`src/rtl/fpsu_pkg.sv`:
```
package fpsu_pkg;

  localparam int WORD_W   = 32;
  localparam int IDX_W    = $clog2(WORD_W);
  localparam int NIB_W    = 4;
  localparam int FIELDS   = WORD_W / NIB_W;
  localparam int FLD_W    = $clog2(FIELDS);
  localparam int CLASS_W  = 5;
  localparam int CLASS_LO = 12;

  localparam int B_XE   = 3;
  localparam int B_ZE   = 4;
  localparam int B_UE   = 5;
  localparam int B_OE   = 6;
  localparam int B_VE   = 7;
  localparam int B_RSVD = 11;
  localparam int B_FI   = 17;
  localparam int B_FR   = 18;
  localparam int B_XX   = 25;
  localparam int B_ZX   = 26;
  localparam int B_UX   = 27;
  localparam int B_OX   = 28;
  localparam int B_VX   = 29;
  localparam int B_FEX  = 30;
  localparam int B_FX   = 31;

  // invalid-operation causes: bits 8,9,10 and 19..24
  localparam logic [WORD_W-1:0] CAUSE_MASK = 32'h01F8_0700;
  localparam logic [WORD_W-1:0] EXC_MASK   = CAUSE_MASK
      | (32'h1 << B_OX) | (32'h1 << B_UX) | (32'h1 << B_ZX) | (32'h1 << B_XX);
  // bits held in storage (derived and reserved bits excluded)
  localparam logic [WORD_W-1:0] STORE_MASK =
      ~((32'h1 << B_RSVD) | (32'h1 << B_VX) | (32'h1 << B_FEX));

  typedef enum logic [3:0] {
    CLS_ARITH   = 4'd0,
    CLS_SPECIAL = 4'd1,
    CLS_MOVE    = 4'd2,
    CLS_RINT    = 4'd3,
    CLS_TOINT   = 4'd4,
    CLS_FROMINT = 4'd5,
    CLS_SETBIT  = 4'd6,
    CLS_CLRBIT  = 4'd7,
    CLS_TOCR    = 4'd8,
    CLS_READ    = 4'd9,
    CLS_READALT = 4'd10
  } opClass_e;

  typedef enum logic [1:0] {
    SEL_KEEP = 2'd0,
    SEL_NEW  = 2'd1,
    SEL_ZERO = 2'd2
  } fldSel_e;

  typedef struct packed {
    logic    accumExc;
    logic    dropInexact;
    fldSel_e frfiSel;
    fldSel_e fprfSel;
    logic    setBit;
    logic    clrBit;
    logic    cpyField;
    logic    cpySummary;
    logic    chkSuppress;
  } strobe_t;

endpackage

```
`src/rtl/fpsu_ctrl.sv`:
```
module fpsu_ctrl
  import fpsu_pkg::*;
(
  input  logic       instDone,
  input  logic [3:0] opClass,
  input  logic       recordBit,
  output strobe_t    stb
);

  always_comb begin
    stb = '0;
    if (instDone) begin
      case (opClass)
        CLS_ARITH: begin
          stb.accumExc    = 1'b1;
          stb.frfiSel     = SEL_NEW;
          stb.fprfSel     = SEL_NEW;
          stb.chkSuppress = 1'b1;
        end
        CLS_SPECIAL: begin
          stb.accumExc    = 1'b1;
          stb.frfiSel     = SEL_ZERO;
          stb.fprfSel     = SEL_NEW;
          stb.chkSuppress = 1'b1;
        end
        CLS_RINT: begin
          stb.accumExc    = 1'b1;
          stb.dropInexact = 1'b1;
          stb.frfiSel     = SEL_ZERO;
          stb.fprfSel     = SEL_NEW;
          stb.chkSuppress = 1'b1;
        end
        CLS_TOINT: begin
          stb.accumExc    = 1'b1;
          stb.frfiSel     = SEL_NEW;
          stb.fprfSel     = SEL_ZERO;
          stb.chkSuppress = 1'b1;
        end
        CLS_FROMINT: begin
          stb.accumExc    = 1'b1;
          stb.frfiSel     = SEL_NEW;
          stb.fprfSel     = SEL_NEW;
          stb.chkSuppress = 1'b1;
        end
        CLS_SETBIT:  stb.setBit     = 1'b1;
        CLS_CLRBIT:  stb.clrBit     = 1'b1;
        CLS_TOCR:    stb.cpyField   = 1'b1;
        CLS_READ:    stb.cpySummary = recordBit;
        default: ;  // move-type and read variant: no update
      endcase
    end
  end

endmodule

```
`src/rtl/fpsu_datapath.sv`:
```
module fpsu_datapath
  import fpsu_pkg::*;
(
  input  logic               clk,
  input  logic               rst_n,
  input  strobe_t            stb,
  input  logic [WORD_W-1:0]  newExc,
  input  logic               frIn,
  input  logic               fiIn,
  input  logic [CLASS_W-1:0] resultClass,
  input  logic [IDX_W-1:0]   bitIdx,
  input  logic [FLD_W-1:0]   fieldIdx,
  output logic [WORD_W-1:0]  statusOut,
  output logic [NIB_W-1:0]   crField,
  output logic               crWe,
  output logic               suppressWrite
);

  logic [WORD_W-1:0] stateQ;
  logic [WORD_W-1:0] stateNext;
  logic [WORD_W-1:0] raised;
  logic [WORD_W-1:0] fieldWord;
  logic [IDX_W-1:0]  fieldShift;
  logic [NIB_W-1:0]  fieldVal;
  logic [NIB_W-1:0]  summaryVal;
  logic              vxSum;
  logic              fexSum;
  logic              fxRise;
  logic              supNext;

  // derived summaries
  always_comb begin
    vxSum  = |(stateQ & CAUSE_MASK);
    fexSum = |({vxSum, stateQ[B_OX], stateQ[B_UX], stateQ[B_ZX], stateQ[B_XX]} &
               {stateQ[B_VE], stateQ[B_OE], stateQ[B_UE], stateQ[B_ZE], stateQ[B_XE]});
    statusOut         = stateQ & STORE_MASK;
    statusOut[B_VX]   = vxSum;
    statusOut[B_FEX]  = fexSum;
  end

  // next-state merge
  always_comb begin
    stateNext = stateQ;
    raised    = '0;
    if (stb.accumExc) begin
      raised = newExc & EXC_MASK;
      if (stb.dropInexact) raised[B_XX] = 1'b0;
      stateNext = stateNext | raised;
    end
    case (stb.frfiSel)
      SEL_NEW:  begin stateNext[B_FR] = frIn; stateNext[B_FI] = fiIn; end
      SEL_ZERO: begin stateNext[B_FR] = 1'b0; stateNext[B_FI] = 1'b0; end
      default: ;
    endcase
    case (stb.fprfSel)
      SEL_NEW:  stateNext[CLASS_LO +: CLASS_W] = resultClass;
      SEL_ZERO: stateNext[CLASS_LO +: CLASS_W] = '0;
      default: ;
    endcase
    if (stb.setBit) stateNext[bitIdx] = 1'b1;
    if (stb.clrBit) stateNext[bitIdx] = 1'b0;
    fxRise = |(stateNext & ~stateQ & EXC_MASK);
    if (fxRise) stateNext[B_FX] = 1'b1;
    stateNext = stateNext & STORE_MASK;
  end

  // field extraction for the condition register
  always_comb begin
    fieldShift = IDX_W'((FIELDS - 1 - int'(fieldIdx)) * NIB_W);
    fieldWord  = (statusOut & ~(32'h1 << B_RSVD)) >> fieldShift;
    fieldVal   = fieldWord[NIB_W-1:0];
    summaryVal = {statusOut[B_FX], statusOut[B_FEX], statusOut[B_VX], statusOut[B_OX]};
    supNext    = stb.chkSuppress &
                 (((|(newExc & CAUSE_MASK)) & stateQ[B_VE]) |
                  (newExc[B_ZX] & stateQ[B_ZE]));
  end

  always_ff @(posedge clk) begin
    if (!rst_n) begin
      stateQ        <= '0;
      crField       <= '0;
      crWe          <= 1'b0;
      suppressWrite <= 1'b0;
    end else begin
      stateQ        <= stateNext;
      crWe          <= stb.cpyField | stb.cpySummary;
      suppressWrite <= supNext;
      if (stb.cpyField)        crField <= fieldVal;
      else if (stb.cpySummary) crField <= summaryVal;
    end
  end


  fx_rise_chk: assert property (@(posedge clk) disable iff (!rst_n)
    (stb.accumExc && |(newExc & CAUSE_MASK & ~stateQ)) |=> statusOut[B_FX]);


  rint_inexact_chk: assert property (@(posedge clk) disable iff (!rst_n)
    stb.dropInexact |=> (!statusOut[B_FR] && !statusOut[B_FI] &&
                         statusOut[B_XX] == $past(statusOut[B_XX])));


  toint_class_chk: assert property (@(posedge clk) disable iff (!rst_n)
    (stb.fprfSel == SEL_ZERO) |=> (statusOut[CLASS_LO +: CLASS_W] == '0));


  suppress_chk: assert property (@(posedge clk) disable iff (!rst_n)
    (stb.chkSuppress && stateQ[B_VE] && |(newExc & CAUSE_MASK)) |=> suppressWrite);

endmodule

```
`src/rtl/fpsu_top.sv`:
```
module fpsu_top
  import fpsu_pkg::*;
(
  input  logic        clk,
  input  logic        rst_n,
  input  logic        instDone,
  input  logic [3:0]  opClass,
  input  logic [31:0] newExc,
  input  logic        frIn,
  input  logic        fiIn,
  input  logic [4:0]  resultClass,
  input  logic [4:0]  bitIdx,
  input  logic [2:0]  fieldIdx,
  input  logic        recordBit,
  output logic [31:0] statusReg,
  output logic [3:0]  crField,
  output logic        crWe,
  output logic        suppressWrite
);

  strobe_t stb;

  fpsu_ctrl u_ctrl (
    .instDone  (instDone),
    .opClass   (opClass),
    .recordBit (recordBit),
    .stb       (stb)
  );

  fpsu_datapath u_dp (
    .clk           (clk),
    .rst_n         (rst_n),
    .stb           (stb),
    .newExc        (newExc),
    .frIn          (frIn),
    .fiIn          (fiIn),
    .resultClass   (resultClass),
    .bitIdx        (bitIdx),
    .fieldIdx      (fieldIdx),
    .statusOut     (statusReg),
    .crField       (crField),
    .crWe          (crWe),
    .suppressWrite (suppressWrite)
  );


  move_stable_chk: assert property (@(posedge clk) disable iff (!rst_n)
    (instDone && opClass == CLS_MOVE) |=> $stable(statusReg));

endmodule

```
`config.mk`:
```
export PLATFORM = sky130hd
export DESIGN_NAME = fpsu_top
export DESIGN_NICKNAME = d
export VERILOG_FILES = /design/src/rtl/fpsu_pkg.sv /design/src/rtl/fpsu_ctrl.sv /design/src/rtl/fpsu_datapath.sv /design/src/rtl/fpsu_top.sv
export SDC_FILE = /design/constraint.sdc
export NUM_CORES = 1
export LEC_CHECK = 0
export BUFFER_PORTS_ARGS = -buffer_cell sky130_fd_sc_hd__buf_2
export CORE_MARGIN = 2
export CORE_UTILIZATION = 43
export CTS_CLUSTER_SIZE = 14
export DETAILED_ROUTE_END_ITERATION = 7
export GPL_TIMING_DRIVEN = 1
export PLACE_DENSITY_LB_ADDON = 0.1
export SETUP_SLACK_MARGIN = 0.05
export SLEW_MARGIN = 0
export SYNTH_ARGS = -nofsm -noshare
export SYNTH_HDL_FRONTEND = slang
export SYNTH_SLANG_ARGS = --single-unit
```
`constraint.sdc`:
```
create_clock -name clk -period 1.74 [get_ports clk]
set_input_delay 0.261 -clock clk [delete_from_list [all_inputs] [get_ports clk]]
set_output_delay 0.261 -clock clk [all_outputs]
set_load 0.005 [all_outputs]
```
# After elaboration in Yosys (flattened, before gate mapping)
# Cells that the tools add are included.
dict set report totals {
  reg_bits 35
  inputBits 55
  elab_cells 62
}
dict set report classes {
  addsub 1
  n_lt_le_gt_ge 2
  n_eq_ne 12
  shift 1
  muxes 20
  n_bitwise 12
  n_reduce_logical 10
}
# cell count
set ops {}
lappend ops {{32-bit 2-to-1 mux} 3}
lappend ops {{32-bit AND} 1}
lappend ops {{32-bit NOT} 1}
lappend ops {{32-bit by 29-bit OR with 32-bit output} 1}
lappend ops {{32-bit OR} 1}
lappend ops {{32-bit by 5-bit >> shifter with 4-bit output} 1}
lappend ops {{29-bit AND} 1}
lappend ops {{29-bit NOT} 1}
lappend ops {{9-bit OR reduction} 2}
lappend ops {{4-bit by 3-bit == test with 1-bit output, second input constant} 4}
lappend ops {{13-bit OR reduction} 1}
lappend ops {{4-bit one-hot mux with 3 select lines} 1}
lappend ops {{11-bit 2-to-1 mux} 1}
lappend ops {{1-bit 2-to-1 mux} 10}
lappend ops {{5-bit one-hot mux with 2 select lines} 1}
lappend ops {{5-bit OR reduction} 2}
lappend ops {{4-bit == test, second input constant} 2}
lappend ops {{4-bit 2-to-1 mux} 2}
lappend ops {{5-bit by 6-bit less-than comparator with 1-bit output, second input constant} 1}
lappend ops {{5-bit AND} 1}
lappend ops {{1-bit demux with 5-bit select} 1}
lappend ops {{5-bit by 1-bit greater-or-equal comparator with 1-bit output, second input constant} 1}
lappend ops {{2-bit by 1-bit == test with 1-bit output, second input constant} 2}
lappend ops {{2-bit == test, second input constant} 2}
lappend ops {{other kinds (10)} 14}

# Logic depth before layout (Yosys ltp)
# Gate-level depths: netlist (run 1).
dict set report logic_depth {
  depth_word 16
  depth_mapped 9
  mapped_depth_nobuf 8
}

# By module
# A second synthesis (run 1) with hierarchy kept.
dict set report hier_totals {
  hier_cells 274
  area_unflattened_um2 2329.7
}
# module instances cells_each area_each_um2 seq_area_each_um2
set modules_own_cells {}
lappend modules_own_cells {fpsu_datapath 1 255 2173.3 700.7}
lappend modules_own_cells {fpsu_ctrl 1 19 156.4 0.0}

# Worst setup path after synthesis (run 1)
# Ideal clock, no wire load.
dict set report synth_path {
  kind {register -> register}
  start {register u_dp.stateQ[19]}
  end {register u_dp.crField[2]}
  setup_time_ns 0.126
  t_arrival_ns 1.666
  required_ns 1.614
  setup_slack_ns -0.052
  stages_incl_launch_ff 7
  n_path_buf 0
  period_less_slack_ns 1.792
  path_cell_list {dfxtp_1 > nor4_1 > nand4_1 > a21o_1 > mux4_2 > o2111ai_1 > o31ai_1}
}
dict set report synth_via {
  elab_chain_len 5
  word_cells_on_any_way 6
  cone_classes {1 x shift; 2 x mux; 1 x bitwise; 2 x reduce/logical}
}
# item line
set synth_rtl {}
lappend synth_rtl {{from (decl)} fpsu_datapath.sv:19} ;# logic [WORD_W-1:0] stateQ;
lappend synth_rtl {{from (signal assigned)} fpsu_datapath.sv:85} ;# stateQ <= stateNext;
lappend synth_rtl {{9-bit OR reduction *} fpsu_datapath.sv:33} ;# vxSum = |(stateQ & CAUSE_MASK);
lappend synth_rtl {{via u_dp.vxSum} fpsu_datapath.sv:26} ;# logic vxSum;
lappend synth_rtl {{5-bit AND *} fpsu_datapath.sv:34} ;# fexSum = |({vxSum, stateQ[B_OX], stateQ[B_UX], stateQ[B_ZX], stateQ[B_XX]} &
lappend synth_rtl {{5-bit OR reduction *} fpsu_datapath.sv:34}
lappend synth_rtl {{via u_dp.fexSum} fpsu_datapath.sv:27} ;# logic fexSum;
lappend synth_rtl {{32-bit by 5-bit >> shifter with 4-bit output / 4-bit 2-to-1 mux (equally long branches)} {fpsu_datapath.sv:70, fpsu_datapath.sv:89}}
lappend synth_rtl {{4-bit 2-to-1 mux *} fpsu_datapath.sv:88} ;# if (stb.cpyField) crField <= fieldVal;
lappend synth_rtl {{to (signal assigned)} fpsu_datapath.sv:88}
lappend synth_rtl {{to (signal assigned)} fpsu_datapath.sv:89} ;# else if (stb.cpySummary) crField <= summaryVal;
lappend synth_rtl {{to (decl)} fpsu_datapath.sv:14} ;# output logic [NIB_W-1:0] crField,
# Mark *: on every way through the listed nets, which the timed path passes. The rest lies on a longest branch. The select of a mux whose other input is x is not followed.
# A chain may end at the register's enable or synchronous reset.

# Worst setup path after layout (run 1)
dict set report layout_path {
  start {register u_dp.stateQ[22]}
  end {register u_dp.crField[2]}
}
dict set report layout_via {
  elab_chain_len 5
  word_cells_on_any_way 6
  cone_classes {1 x shift; 2 x mux; 1 x bitwise; 2 x reduce/logical}
}
# item line
set layout_rtl {}
lappend layout_rtl {{9-bit OR reduction} fpsu_datapath.sv:33}
lappend layout_rtl {{5-bit AND} fpsu_datapath.sv:34}
lappend layout_rtl {{5-bit OR reduction} fpsu_datapath.sv:34}
lappend layout_rtl {{32-bit by 5-bit >> shifter with 4-bit output / 4-bit 2-to-1 mux (equally long branches)} {fpsu_datapath.sv:70, fpsu_datapath.sv:89}}
lappend layout_rtl {{4-bit 2-to-1 mux *} fpsu_datapath.sv:88}
# Every way passes the cells marked *; elsewhere a longest branch is shown, timed or not. The select of a mux whose other input is x is not followed.

==> flow_summary_export.csv, run 1 <==
group,metric,value,unit
finish,fin_cells,461,
finish,num_antenna_cells,0,
clock_tree,cts.path.max_buffers,2,
run_status,violations,"setup timing",
die,die-area,5700,µm²
finish,areaGrowthSynthToFinish,43.0,%
critical_path,critPathSlowestCell,"mux4_2",
pwr,p_leak,1.38,nW
logic_synthesis,async_flop_share,0,%
clock_tree,cts_tree,"built",
logic_synthesis,synth_area_per_cell,8.20,µm²
sta,hold_viol,0,
pwr,power_density,581,nW/µm²
detailed_routing,firstDrtPassIters,4,
logic_synthesis,ys.flop_type,"dfxtp_1",
critical_path,critical_path.top_delay_family,"compound AO/OA/AOI/OAI gates",
critical_path,arrival,1960,ps
critical_path,slowest_delay,460,ps
critical_path,r2r.worst_path.cells,6,
run_status,status,"complete, but fails checks",
critical_path,crit_required,1920,ps
finish,design_area,3140,µm²
global_routing,top_usage_layer,"met2",
placed_design,post-dp-hpwl,6130,µm
clock_tree,path_clk_slew,70,ps
detailed_routing,drtIter0Drc,229,
die,pin_count,93,
clock_tree,insertion_delay,290,ps
global_routing,grt-ovfl-total,0,
critical_path,critPathBufInv,0,
die,core-area,5010,µm²
finish,layout-drive-gt1-share,40.7,%
global_routing,use_met1,39.8,%
sta,rsz0062_at_grt,"yes",
worst_hold_path,hold_depth,3,
logic_synthesis,synth_edf_count,0,
finish,fin_util,62.7,%
critical_path,end_kind,"register",
sta,fin_ws,-46.2,ps
placed_design,numPortBuffers,72,
clock_tree,clkSinkCount,35,
detailed_routing,ant_nets,0,
global_routing,met3_usage,5.69,%
critical_path,crit_type,"reg -> reg",
flow_run,max_cap_viol_count,0,
clock_tree,cts_buffers,5,
sta,setup_viol_count_final,2,
clock_tree,root_buffer,"clkbuf_8",
detailed_routing,vias,2571,
finish,layout_common_cells,"70 x buf_2, 60 x buf_4, 39 x nor2_1",
critical_path,crit_chain,"nor4_2 -> nand4_1 -> a21o_1 -> mux4_2 -> o2111ai_2 -> o31ai_1",
critical_path,cp-start-kind,"register",
placed_design,place_area,3020,µm²
logic_synthesis,synthesis.nets,325,
sta,finClkSkew,2.04,ps
global_routing,antenna_found_initial,0,
finish,final_common_cell,"buf_2",
die,fp.dieW,75.5,µm
pwr,p_total,1.83,mW
global_routing,gr-usage-met2,44.3,%
placed_design,dpl.cell_count,454,
worst_hold_path,min_path_type,"in -> reg",
detailed_routing,drt_drc_violations_left,0,
critical_path,worst-path-max-fanout,2,
global_routing,grt_max_degree,20,
global_routing,grt_pass1_wl,11900,µm
global_routing,grtUsageTotal,28.5,%
detailed_routing,drt_wl_total,7720,µm
placed_design,gp_congestion,0.915,
die,initial_core_util,43.9,%
sta,max_clock_freq,560,MHz
detailed_routing,viasPerCell,5.58,
logic_synthesis,yosysWarnings,0,
logic_synthesis,ys_types,47,
logic_synthesis,syn-cell-area,2200,µm²
global_routing,grt_pass1_vias,2374,
die,die_h,75.5,µm
critical_path,cp.depth,6,
clock_tree,hold_buffers,0,
sta,whs,236,ps
logic_synthesis,netlist_instances,268,
clock_tree,cts_htree_levels,2,
die,rows,26,
sta,final.period_utilization,103,%
logic_synthesis,ys_ff_latch,35,
pwr,vdd_drop_max,512,µV
finish,fin_nets,448,
logic_synthesis,seq_area_frac_synth,31.9,%
sta,drv_slew,0,
sta,finalCriticalPeriod,1790,ps
detailed_routing,wl_per_cell,16.7,µm
-- repair_timing --
| item | CTS | global route |
|---|---|---|
| resized for setup | 2 | 5 |
| setup endpoints to repair | 2 | 5 |
| setup buffers | 1 | 0 |
-- per-stage QoR --
step	TNS (ps)	setup slack [ps]
floorplan	-26.4	-26.4
global placement	-471	-163
detailed placement	-529	-165
CTS	-70.9	-46.4
global route	-222	-142
finish	-51.9	-46.2
-- final timing paths --
path / start / endpoint / slack, ps
worst max register to register: u_dp.stateQ[22] / u_dp.crField[2] / -50
worst min register to register: u_dp.stateQ[24] / u_dp.stateQ[24] / 500
worst max-delay path: u_dp.stateQ[22] / u_dp.crField[2] / -50
worst min-delay path: resultClass[2] / u_dp.stateQ[14] / 240
-- layout make-up --
type	instances	area (µm²)
clock buffers	6	82.6
flip-flops and latches	35	702
fillers	468	1870
well taps	70	87.6
inverters	15	56.3
repair buffers	132	823
multi-input cells	202	1390
clock inverters	1	5.00
-- flip-flops by register name (all words and copies together) (netlist names) --
signal / cells
u_dp.stateQ: 29
u_dp.crField: 4
u_dp.crWe: 1
u_dp.suppressWrite: 1
-- layer usage --
| layer | wire, µm | up-vias |
|---|---|---|
| met4 | 87 | 0 |
| met3 | 566 | 9 |
| met1 | 3450 | 1216 |
| li1 | - | 1249 |
| met2 | 3620 | 97 |
| met5 | 0 | - |
-- cell usage after synthesis, types with 2 or more instances --
| cell type | n | area, µm² |
|---|---|---|
| nor2_1 | 39 | 146 |
| dfxtp_1 | 35 | 701 |
| o21ai_0 | 18 | 90.1 |
| a21oi_1 | 16 | 80.1 |
| a22oi_1 | 16 | 120 |
| inv_1 | 14 | 52.6 |
| nand2_1 | 13 | 48.8 |
| nor3_1 | 13 | 65.1 |
| a211oi_1 | 12 | 90.1 |
| clkbuf_1 | 7 | 26.3 |
| mux4_2 | 7 | 158 |
| a221oi_1 | 5 | 43.8 |
| buf_2 | 5 | 25.0 |
| nand2b_1 | 5 | 31.3 |
| nand3_1 | 5 | 25.0 |
| and2_1 | 4 | 25.0 |
| mux2i_1 | 4 | 40.0 |
| nor4_1 | 4 | 25.0 |
| a222oi_1 | 3 | 30.0 |
| buf_4 | 3 | 22.5 |
| nor2b_1 | 3 | 18.8 |
| o32ai_1 | 3 | 26.3 |
| a21o_1 | 2 | 15.0 |
| and3_1 | 2 | 12.5 |
| ha_1 | 2 | 25.0 |
| nand4b_1 | 2 | 17.5 |
| nor3b_1 | 2 | 15.0 |
| nor4b_4 | 2 | 47.6 |
| o211ai_1 | 2 | 15.0 |
| or2_2 | 2 | 12.5 |
| or3_1 | 2 | 12.5 |
-- worst reg2reg max path, cell delays in order (launching register included) --
cell       delay (ps)
dfxtp_2           330
nor4_2            250
nand4_1           170
a21o_1            210
mux4_2            460
o2111ai_2         170
o31ai_1            90
-- power by group --
part	internal, mW	switching (mW)
Clock	0.311	0.305
Combinational	0.183	0.190
Sequential	0.821	0.0160
Total	1.32	0.511
-- cells by family after synthesis --
group | share of synthesized area, %
fa+ha+maj | 1.14
mux | 9.50
buf+inv | 6.09
other cells | 0.171
compound gates | 24.5
simple gates | 26.7
flops | 31.9
Power figures use the tool's default switching activity.
==> inputs of run 2 (changes only) <==
CORE_UTILIZATION = 45   (was 43)
MAX_ROUTING_LAYER = met4   (was not set)
PLACE_DENSITY = 0.8   (was not set)
PLACE_DENSITY_LB_ADDON = not set   (was 0.1)
clock period = 2.32 ns   (was 1.74 ns; I/O delays follow)
==> run 2 against run 1 <==
Compared with the run above:
- sequential share of layout area rose by 3.3 points
- the flow now finishes without violations
- critical path depth did not move
- register-to-register slack improved by 260 ps
- cell count fell by 12%
- setup slack improved by 260 ps
- critical path type unchanged
- clock skew rose by 1.8 ps
- hold slack improved by 110 ps
==> flow_summary_export.csv, run 2 (synthesis results as in run 1) <==
group,metric,value,unit
pwr,power_switching,0.364,mW
clock_tree,clkSinkCount,35,
detailed_routing,wl_met1,3080,µm
clock_tree,cts_buffers,5,
die,initial_core_util,46.5,%
detailed_routing,routed.top_layer,"met4",
worst_hold_path,min_path_type,"in -> reg",
detailed_routing,drt_wl_total,7220,µm
critical_path,worst-path-max-fanout,5,
detailed_routing,drtIter0Drc,256,
critical_path,cp-start-kind,"register",
critical_path,crit_required,2480,ps
flow_run,max_cap_viol_count,0,
finish,num_antenna_cells,0,
finish,multi_input_area,1360,µm²
sta,tns,0,ps
sta,final.period_utilization,91.0,%
global_routing,antenna_found_initial,0,
die,die_h,73.9,µm
sta,worst_slew_pin_slew,540,ps
detailed_routing,viasPerCell,6.07,
critical_path,arrival,2270,ps
finish,layout-drive-gt1-share,30.0,%
finish,final_common_cell,"buf_2",
critical_path,end_kind,"register",
clock_tree,cts_resized,0,
pwr,swShare,26.2,%
detailed_routing,wl_per_cell,17.7,µm
global_routing,grt_max_degree,21,
pwr,clockPowerShare,38.3,%
placed_design,numPortBuffers,72,
clock_tree,cts.path.max_buffers,2,
pwr,p_leak,1.12,nW
placed_design,post-dp-hpwl,5450,µm
sta,hold_viol,0,
finish,largest_reg_flops,29,
clock_tree,hold_buffers,0,
finish,top_register,"u_dp.stateQ",
global_routing,grt_pass1_wl,11300,µm
pwr,p_total,1.39,mW
die,rows,25,
pwr,internal_power,1.03,mW
finish,reg_top3,"u_dp.stateQ: 29 flops, u_dp.crField: 4 flops",
sta,finalCriticalPeriod,2110,ps
pwr,power_density,509,nW/µm²
critical_path,crit_chain,"nor3_1 -> nand4_1 -> a21o_1 -> mux4_2 -> o2111ai_1 -> o31ai_1",
critical_path,critPathSlowestCell,"mux4_2",
finish,ff_latch_area,701,µm²
clock_tree,post-cts-setup-buffer-count,0,
pwr,vdd_drop_max,300,µV
detailed_routing,drt_drc_violations_left,0,
die,fp.dieW,73.9,µm
sta,max-slew-margin-rel,63.7,%
die,die-area,5460,µm²
critical_path,crit_type,"reg -> reg",
sta,fin_ws,209,ps
finish,fillCellCount,440,
clock_tree,cts_htree_levels,2,
detailed_routing,dr_wl_met3,580,µm
die,pin_count,93,
detailed_routing,vias,2472,
die,core-area,4720,µm²
sta,finClkSkew,3.85,ps
detailed_routing,dr_wl_met2,3440,µm
finish,areaGrowthSynthToFinish,24.4,%
global_routing,grtUsageTotal,28.2,%
finish,fin_nets,397,
pwr,combPwrFrac,16.1,%
clock_tree,cts_tree,"built",
sta,setup_viol_count_final,0,
placed_design,gp_congestion,0.948,
run_status,status,"finished, final reports clean",
detailed_routing,ant_nets,0,
critical_path,slowest_delay,450,ps
global_routing,grt-ovfl-total,0,
finish,layout_common_cells,"72 x buf_2, 39 x nor2_1, 35 x dfxtp_1",
pwr,seqPwrFrac,45.6,%
sta,rsz0062_at_grt,"no",
sta,drv_slew,0,
clock_tree,insertion_delay,280,ps
sta,max_clock_freq,474,MHz
clock_tree,root_buffer,"clkbuf_8",
clock_tree,path_clk_slew,70,ps
placed_design,pre_cts_ws,227,ps
detailed_routing,firstDrtPassIters,4,
global_routing,grt_pass1_vias,2275,
run 2: changes by cell type in the layout (fill, tap and decap cells not counted), sizes merged:
cell,before,now
buf,132,81
bufinv,0,1
clkinv,2,1
run 2: layer usage:
| layer | GRT usage [%] | up-vias |
|---|---|---|
| met5 | - | - |
| met4 | 6.46 | 0 |
| met3 | 5.08 | 14 |
| met2 | 46.5 | 152 |
| met1 | 36.0 | 1158 |
| li1 | - | 1148 |
run 2: cell type report:
cell class | count | share of cell area, %
Multi-Input combinational cell | 202 | 49.9
Sequential cell | 35 | 25.6
Timing Repair Buffer | 81 | 15.6
Tap cell | 67 | 3.06
Clock buffer | 6 | 2.65
Inverter | 15 | 2.06
Clock inverter | 1 | 1.10
run 2: worst max-delay path: cells and delay by family, from the launching register on:
kind | cells | cell delay [ps]
AO/OA/AOI/OAI | 3 | 600
flip-flops | 1 | 360
AND/OR/NAND/NOR | 2 | 580
multiplexers | 1 | 450
run 2: final timing paths:
kind                   from              end  slack (ps)  cells past startpoint
max          u_dp.stateQ[9]  u_dp.crField[2]         210                      6
min          resultClass[2]  u_dp.stateQ[14]         350                      3
max reg2reg  u_dp.stateQ[9]  u_dp.crField[2]         210                      6
min reg2reg  u_dp.stateQ[1]   u_dp.stateQ[1]         490                      2
run 2: through the flow:
stage	area [µm²]	std cells	hold WS (ps)	utilization [%]
after detailed placement	2630	400	480	55.7
after CTS	2740	407	344	57.9
after floorplan	2200	268	476	-
after global routing	2740	407	357	57.9
after global placement	2630	400	484	55.7
final	2740	407	346	57.9
run 2: power by group through the flow:
stage | clock (mW) | sequential [mW] | combinational [mW]
4_1_cts | 0.537 | 0.634 | 0.220
5_1_grt | 0.558 | 0.636 | 0.246
3_3_place_gp | 0 | 0.647 | 0.216
6_report | 0.533 | 0.635 | 0.224
2_1_floorplan | 0 | 0.644 | 0.132
3_5_place_dp | 0 | 0.648 | 0.219
==> inputs of run 3 (changes only) <==
clock period = 2 ns   (was 2.32 ns; I/O delays follow)
==> run 3 against run 2 <==
Compared with the run above:
- critical path depth is the same
- setup slack lost 76 ps
- power grew 22%
- hold slack lost 77 ps
- sequential power grew 15%
- clock-buffer cell count shrank 1
- first-iteration DRC count grew 0.78%
- wire length grew 1.6%
- clock skew grew 10 ps
- fmax grew 13%
- sequential share of layout area shrank 1.6 points
- utilization grew 4.1 points
- critical endpoint unchanged
==> flow_summary_export.csv, run 3 (synthesis results as in run 1) <==
group,metric,value,unit
finish,fin_util,62.0,%
sta,setup_viol_count_final,0,
die,initial_core_util,46.5,%
clock_tree,hold_buffers,0,
global_routing,grtUsageTotal,28.6,%
pwr,p_total,1.70,mW
critical_path,critical_path.top_delay_family,"compound AO/OA/AOI/OAI gates",
die,core-area,4720,µm²
sta,finalCriticalPeriod,1870,ps
sta,hold_viol,0,
clock_tree,root_buffer,"clkbuf_8",
sta,worst_slew_pin_slew,513,ps
finish,top_register,"u_dp.stateQ",
die,fp.dieW,73.9,µm
die,die-area,5460,µm²
placed_design,numPortBuffers,72,
critical_path,arrival,2060,ps
pwr,p_leak,1.23,nW
die,pin_count,93,
sta,final.period_utilization,93.3,%
clock_tree,cts.path.max_buffers,2,
critical_path,crit_required,2190,ps
die,die_h,73.9,µm
finish,layout_common_cells,"72 x buf_2, 39 x nor2_1, 34 x dfxtp_1",
clock_tree,clkSinkCount,35,
global_routing,antenna_found_initial,0,
detailed_routing,firstDrtPassIters,5,
placed_design,dpl.cell_count,419,
finish,reg_top3,"u_dp.stateQ: 29 flops, u_dp.crField: 4 flops",
run_status,status,"finished, final reports clean",
pwr,power_density,582,nW/µm²
finish,fin_cells,428,
detailed_routing,drtIter0Drc,258,
critical_path,crit_chain,"nor4_4 -> nand4_1 -> a21o_1 -> mux4_2 -> o2111ai_2 -> o31ai_1",
finish,ff_latch_area,702,µm²
detailed_routing,vias,2541,
sta,finClkSkew,14.1,ps
finish,final_common_cell,"buf_2",
worst_hold_path,min_path_type,"in -> reg",
sta,max-slew-margin-rel,65.5,%
detailed_routing,ant_nets,0,
critical_path,crit_type,"reg -> reg",
clock_tree,cts_tree,"built",
detailed_routing,drt_wl_total,7330,µm
finish,areaGrowthSynthToFinish,33.1,%
clock_tree,path_clk_slew,90,ps
placed_design,gp_congestion,0.971,
global_routing,grt-ovfl-total,0,
detailed_routing,viasPerCell,5.94,
placed_design,place_area,2780,µm²
die,rows,25,
critical_path,worst-path-max-fanout,2,
global_routing,grt_max_degree,21,
finish,design_area,2930,µm²
sta,drv_slew,0,
clock_tree,cts_htree_levels,2,
sta,rsz0062_at_grt,"yes",
sta,tns,0,ps
finish,num_antenna_cells,0,
critical_path,end_kind,"register",
sta,max_clock_freq,536,MHz
finish,layout-drive-gt1-share,35.5,%
critical_path,slowest_delay,460,ps
clock_tree,cts_buffers,5,
global_routing,grt_pass1_vias,2279,
critical_path,critPathBufInv,0,
finish,largest_reg_flops,29,
placed_design,post-dp-hpwl,5660,µm
flow_run,max_cap_viol_count,0,
detailed_routing,drt_drc_violations_left,0,
finish,fillCellCount,435,
pwr,vdd_drop_max,412,µV
finish,fin_nets,417,
finish,multi_input_area,1390,µm²
critical_path,critPathSlowestCell,"mux4_2",
clock_tree,insertion_delay,300,ps
global_routing,grt_pass1_wl,11400,µm
critical_path,cp-start-kind,"register",
detailed_routing,wl_per_cell,17.1,µm
-- run 3: cell count changes in the layout (fill, tap and decap cells not counted), sizes merged --
cell	change
buf	+20
clkinv	+1
inv	+1
clkbuf	-1
-- run 3: final timing paths --
kind / startpoint / to / slack [ps] / cells after the start
max: u_dp.stateQ[22] / u_dp.crField[2] / 130 / 6
min: resultClass[1] / u_dp.stateQ[13] / 270 / 3
max reg2reg: u_dp.stateQ[22] / u_dp.crField[2] / 130 / 6
min reg2reg: u_dp.stateQ[24] / u_dp.stateQ[24] / 530 / 2
-- run 3: timing repair --
item / CTS / global route
setup endpoints to repair: 1 / 1
setup buffers: 0 / 1
pin swaps: 0 / 4
resized for setup: 1 / 4
-- run 3: area by class of cell --
cell class              instances  area share (%)
multi-input cells             202            47.5
inverters                      15            1.92
repair buffers                101            19.8
flip-flops and latches         35            24.0
clock buffers                   5            2.35
well taps                      67            2.86
clock inverters                 3            1.62
-- run 3: worst min-delay path, cell delays in order --
cell	delay [ps]
buf_2	70
a222oi_1	70
nor2_1	90
-- run 3: where the power goes --
part / total, mW / switching, mW / internal, mW
clock network: 0.679 / 0.301 / 0.378
logic: 0.295 / 0.159 / 0.136
registers: 0.730 / 0.0160 / 0.714
total: 1.70 / 0.476 / 1.23
-- run 3: per-stage QoR --
step / worst slack [ps] / hold WS [ps]
floorplan: 208 / 476
global placement: 29.9 / 490
detailed placement: 16.3 / 506
CTS: 50.5 / 268
global route: 49.2 / 274
finish: 133 / 269
-- run 3: layer usage --
layer / wire length, µm / vias to the layer above / GRT usage (%) / share of wire (%)
li1: - / 1196 / - / -
met4: 189 / 0 / 9.90 / 2.6
met2: 3450 / 147 / 44.2 / 47
met5: 0 / - / - / 0
met1: 3080 / 1177 / 37.9 / 42
met3: 606 / 21 / 4.53 / 8.3
